File: config.mk
export PLATFORM = sky130hd
export DESIGN_NAME = byte_cmd_decoder
export DESIGN_NICKNAME = d
export VERILOG_FILES = /design/src/rtl/byte_cmd_pkg.sv /design/src/rtl/byte_cmd_seq.sv /design/src/rtl/byte_cmd_path.sv /design/src/rtl/byte_cmd_decoder.sv
export SDC_FILE = /design/constraint.sdc
export NUM_CORES = 1
export LEC_CHECK = 0
export BUFFER_PORTS_ARGS = -buffer_cell sky130_fd_sc_hd__buf_2
export CORE_MARGIN = 3
export CORE_UTILIZATION = 45
export CTS_CLUSTER_SIZE = 30
export DETAILED_ROUTE_END_ITERATION = 10
export GPL_TIMING_DRIVEN = 0
export PLACE_DENSITY = 0.64
export SYNTH_ARGS = -nofsm -noshare
export SYNTH_HDL_FRONTEND = slang
export SYNTH_SLANG_ARGS = --single-unit
File: constraint.sdc
create_clock -name clk -period 3.48 [get_ports clk]
set_input_delay 0.174 -clock clk [delete_from_list [all_inputs] [get_ports clk]]
set_output_delay 0.174 -clock clk [all_outputs]
set_load 0.1 [all_outputs]
File: src/rtl/byte_cmd_pkg.sv
package byte_cmd_pkg;

  // Per-byte actions that the sequencer sends to the datapath
  typedef struct packed {
    logic takeLo;    // byte is the low address half
    logic takeHi;    // byte is the high address half
    logic shiftData; // byte is a data byte other than the last one
    logic commit;    // byte is the last data byte
  } byteCtrl_t;

  function automatic logic addrHit(input logic [15:0] addr,
                                   input logic [15:0] base,
                                   input logic [15:0] mask);
    return (addr & mask) == (base & mask);
  endfunction

endpackage

File: src/rtl/byte_cmd_seq.sv
module byte_cmd_seq
  import byte_cmd_pkg::*;
#(
  parameter int NUM_BYTES = 6
) (
  input  logic      clk,
  input  logic      rstN,
  input  logic      cmdStrobe,
  output byteCtrl_t ctrl
);
  localparam int CW = $clog2(NUM_BYTES);
  localparam logic [CW-1:0] LAST = CW'(NUM_BYTES - 1);

  logic          busy;
  logic [CW-1:0] idx;  // index of the byte expected next

  always_ff @(posedge clk or negedge rstN) begin
    if (!rstN) begin
      busy <= 1'b0;
      idx  <= '0;
    end else if (cmdStrobe) begin
      busy <= 1'b1;
      idx  <= CW'(1);
    end else if (busy) begin
      if (idx == LAST) begin
        busy <= 1'b0;
        idx  <= '0;
      end else begin
        idx <= idx + CW'(1);
      end
    end
  end

  always_comb begin
    ctrl.takeLo    = cmdStrobe;
    ctrl.takeHi    = !cmdStrobe && busy && (idx == CW'(1));
    ctrl.shiftData = !cmdStrobe && busy && (idx >= CW'(2)) && (idx != LAST);
    ctrl.commit    = !cmdStrobe && busy && (idx == LAST);
  end

endmodule

File: src/rtl/byte_cmd_path.sv
module byte_cmd_path
  import byte_cmd_pkg::*;
#(
  parameter int          NUM_BYTES = 6,
  parameter logic [15:0] BASE_ADDR = 16'h0300,
  parameter logic [15:0] ADDR_MASK = 16'h03FE,
  parameter int          REL_BITS  = 1,
  localparam int         DW        = 8 * (NUM_BYTES - 2)
) (
  input  logic                clk,
  input  logic                rstN,
  input  logic [7:0]          cmdByte,
  input  byteCtrl_t           ctrl,
  output logic [REL_BITS-1:0] regAddr,
  output logic [DW-1:0]       regData,
  output logic                regWrite
);
  localparam int AW = DW - 8;  // data bytes held before the last one

  logic [7:0]          addrLo;
  logic                hitReg;
  logic [REL_BITS-1:0] relReg;
  logic [AW-1:0]       acc;
  logic [DW-1:0]       wordNext;
  logic [15:0]         fullAddr;

  assign fullAddr = {cmdByte, addrLo};

  always_ff @(posedge clk or negedge rstN) begin
    if (!rstN) begin
      addrLo <= '0;
      hitReg <= 1'b0;
      relReg <= '0;
    end else if (ctrl.takeLo) begin
      addrLo <= cmdByte;
      hitReg <= 1'b0;
    end else if (ctrl.takeHi) begin
      hitReg <= addrHit(fullAddr, BASE_ADDR, ADDR_MASK);
      relReg <= fullAddr[REL_BITS-1:0];
    end
  end

  // Little-endian packing: a new byte enters at the top and moves down
  generate
    if (AW == 8) begin : g_oneHeld
      always_ff @(posedge clk or negedge rstN) begin
        if (!rstN)               acc <= '0;
        else if (ctrl.shiftData) acc <= cmdByte;
      end
    end else begin : g_shiftHeld
      always_ff @(posedge clk or negedge rstN) begin
        if (!rstN)               acc <= '0;
        else if (ctrl.shiftData) acc <= {cmdByte, acc[AW-1:8]};
      end
    end
  endgenerate

  assign wordNext = {cmdByte, acc};

  always_ff @(posedge clk or negedge rstN) begin
    if (!rstN) begin
      regData  <= '0;
      regAddr  <= '0;
      regWrite <= 1'b0;
    end else begin
      regWrite <= ctrl.commit && hitReg;
      if (ctrl.commit && hitReg) begin
        regData <= wordNext;
        regAddr <= relReg;
      end
    end
  end

endmodule

File: src/rtl/byte_cmd_decoder.sv
module byte_cmd_decoder
  import byte_cmd_pkg::*;
#(
  parameter int          NUM_BYTES = 6,        // 4..6 byte cycles per command
  parameter logic [15:0] BASE_ADDR = 16'h0300,
  parameter logic [15:0] ADDR_MASK = 16'h03FE,
  parameter int          REL_BITS  = 1,
  localparam int         DW        = 8 * (NUM_BYTES - 2)
) (
  input  logic                clk,
  input  logic                rstN,
  input  logic [7:0]          cmdByte,
  input  logic                cmdStrobe,
  output logic [REL_BITS-1:0] regAddr,
  output logic [DW-1:0]       regData,
  output logic                regWrite
);
  byteCtrl_t ctrl;

  byte_cmd_seq #(.NUM_BYTES(NUM_BYTES)) i_seq (
    .clk       (clk),
    .rstN      (rstN),
    .cmdStrobe (cmdStrobe),
    .ctrl      (ctrl)
  );

  byte_cmd_path #(
    .NUM_BYTES (NUM_BYTES),
    .BASE_ADDR (BASE_ADDR),
    .ADDR_MASK (ADDR_MASK),
    .REL_BITS  (REL_BITS)
  ) i_path (
    .clk      (clk),
    .rstN     (rstN),
    .cmdByte  (cmdByte),
    .ctrl     (ctrl),
    .regAddr  (regAddr),
    .regData  (regData),
    .regWrite (regWrite)
  );

endmodule

==> results.yml <==
global_routing:
  gr-usage-met2_pct: 24.2
  busiest_layer: "met2"
  grt_max_degree: 73
  grt_overflow: 0
  grt_pass1_wl_microns: 8930
  grt_use_total_pct: 16.0
  antenna_found_initial: 0
  grt.met1_usage_pct: 22.2
  grt_pass1_vias: 1676
  use_met3_pct: 4.42
placement:
  port_buffers: 44
  place_area_sq_um: 3210
  pre_cts_slack_ns: 1.81
  place_congestion: 0.766
  post-place-cells: 286
worst_setup_path:
  slowest_delay_ns: 0.44
  critPathTopFamily: "flip-flops"
  cp-start-kind: "flip-flop"
  cp.buffers_inverters: 1
  reg2reg_depth: 4
  arrival_ns: 1.89
  cpMaxStageDelayCell: "dfrtp_1"
  path_depth: 4
  cp_cell_sequence: "nor2b_1, o21ai_2, buf_4, mux2_2"
  regToRegSetupSlack_ns: 1.81
  crit_end: "i_path.acc[3]"
  cp_max_fo: 10
  worstReg2RegStart: "i_seq.idx[2]"
  crit_path_start: "i_seq.idx[2]"
  r2r-end: "i_path.acc[3]"
  end_kind: "flip-flop"
  cp.required_ns: 3.69
  worstSetupPathType: "reg -> reg"
synth:
  syn_inst: 167
  seq_area_frac_synth_pct: 62.4
  synth_seq_cells: 72
  synth_fp_nets: 178
  yosys-top-cells-area: "dfrtp_1 (62%), mux2_4 (15%), mux2_2 (14%)"
  synth_top_area_share_pct: 62.4
  syn-cell-area_sq_um: 2890
  ys_warn_count: 0
  synth_cell_types: 24
  syn_area_per_cell_sq_um: 17.3
  yosysTopAreaCell: "dfrtp_1"
sta:
  rsz0062_at_grt: "no"
  fmax_mhz: 598
  timing.final.crit_share_pct: 48.0
  tightest_slew_ns: 0.884
  finalCriticalPeriod_ns: 1.67
  final-max-slew-violation-count: 0
  maxSlewHeadroom_pct: 41.1
  hold_viol_final: 0
  final.setup.tns_ns: 0
  fin_worst_skew_ns: 0.00397
  timing.final.ws_setup_ns: 1.81
  finalSetupViolCount: 0
flow_run:
  drv_cap: 0
floorplan:
  fp-row-count: 28
  io_pins: 45
  coreArea_sq_um: 6060
  die_x_microns: 86.1
  die_y_microns: 86.1
  initial_core_util_pct: 47.7
  die_area_sq_um: 7420
route:
  via_count: 1544
  drtIter0Drc: 61
  ant_nets: 0
  first_pass_iters: 4
  drc: 0
  wirelength_microns: 5300
  wl_per_cell_microns: 17.5
  viasPerCell: 5.10
clock_network:
  numCtsBuffers: 9
  htreeDepth: 3
  clock-sinks: 72
  cts_buffer_depth: 2
  clk_latency_ns: 0.33
  cts.clk_slew.worst_paths_ns: 0.08
  cts_setup_buffers: 0
  clockRootBuffer: "clkbuf_8"
  tritoncts: "done"
layout:
  area_growth_pct: 17.6
  drive_above_1_share_pct: 58.8
  layout_commonest_cell: "dfrtp_1"
  layout_common_cells: "dfrtp_1 (72), buf_2 (43), mux2_2 (36), mux2_4 (29), clkbuf_8 (11)"
  finalNonFillerCells: 303
  postLayoutCellArea_sq_um: 3400
  nNetsFinal: 234
  antenna_cells: 0
pwr:
  p_per_area_nw_per_um2: 575
  power_mw: 1.95
  ir_drop_v: 0.000270
  leakage_nw: 1.69
min_path:
  hold_class: "in -> reg"
  whs_path_depth: 2
outcome:
  outcome: "finished, final reports clean"
repair_timing:
item,in CTS,in global routing
hold buffers,1,0
hold endpoints to repair,37,0
setup endpoints to repair,0,0
resized for setup,0,0
final cells by class:
cell class                      instances  area, sq um
Timing Repair Buffer                   45          233
Tap cell                               75         93.8
Fill cell                             493         2660
Sequential cell                        72         1800
Buffer                                  7         90.1
Multi-Input combinational cell         88          997
Clock inverter                          5         31.3
Clock buffer                           11          151
synthesized netlist by cell type:
library cell  instances
dfrtp_1              72
mux2_2               36
mux2_4               29
buf_12                3
nand2_1               3
a21o_1                2
buf_4                 2
mux2i_1               2
nor2_1                2
nor2b_1               2
a21oi_1               1
and3b_1               1
and4_1                1
buf_6                 1
clkbuf_1              1
mux2_1                1
nand2b_1              1
nand4_1               1
nand4b_1              1
nor2b_2               1
nor3_1                1
nor4_1                1
o21ai_2               1
or2_2                 1
sequential cells by signal, summed over array words and instances (netlist names):
signal	cells
i_path.hitReg	1
i_seq.busy	1
i_path.regData	32
i_path.acc	24
i_path.regWrite	1
i_path.regAddr	1
i_path.relReg	1
i_seq.idx	3
i_path.addrLo	8
routing by layer:
layer  share of wire, %  wire, microns
met1                 48           2530
met2                 47           2480
met5                  0              0
met3                4.3            226
met4                1.2             65
worst register-to-register path, delay by kind of cell, from the launching register on:
| kind | cells | cell delay [ns] |
|---|---|---|
| simple gates | 1 | 0.17 |
| mux | 1 | 0.36 |
| flops | 1 | 0.44 |
| compound gates | 1 | 0.31 |
| buf+inv | 1 | 0.29 |
cells by family (layout without fill, tap and decap cells):
logic type | count (synthesis) | in the layout | synth area share [%]
buffers and inverters | 7 | 68 | 3.12
AND/OR/NAND/NOR | 16 | 16 | 3.34
AO/OA/AOI/OAI | 4 | 4 | 0.996
multiplexers | 68 | 68 | 30.2
flip-flops | 72 | 72 | 62.4
worst min path at each step:
| stage | start | end | slack [ns] |
|---|---|---|---|
| 3_3_place_gp | cmdByte[6] | i_path.regData[30] | 0.45 |
| 3_5_place_dp | rstN | i_path.regData[4] | 0.36 |
| 5_1_grt | cmdByte[6] | i_path.acc[22] | 0.09 |
| 2_1_floorplan | rstN | i_path.acc[0] | -0.12 |
| 4_1_cts | cmdByte[6] | i_path.regData[30] | 0.09 |
| 6_report | cmdByte[6] | i_path.regData[30] | 0.11 |
metrics by stage:
step / utilization (%) / hold WS [ns]
2_1_floorplan: - / -0.122
3_3_place_gp: 52.8 / 0.447
3_5_place_dp: 52.9 / 0.359
4_1_cts: 56.1 / 0.0922
5_1_grt: 56.1 / 0.0937
6_report: 56.1 / 0.109
power by group:
group / switching (mW) / internal (mW)
clock network: 0.304 / 0.295
logic: 0.0948 / 0.156
registers: 0.106 / 0.997
No activity file was read; power rests on OpenSTA's default activity.
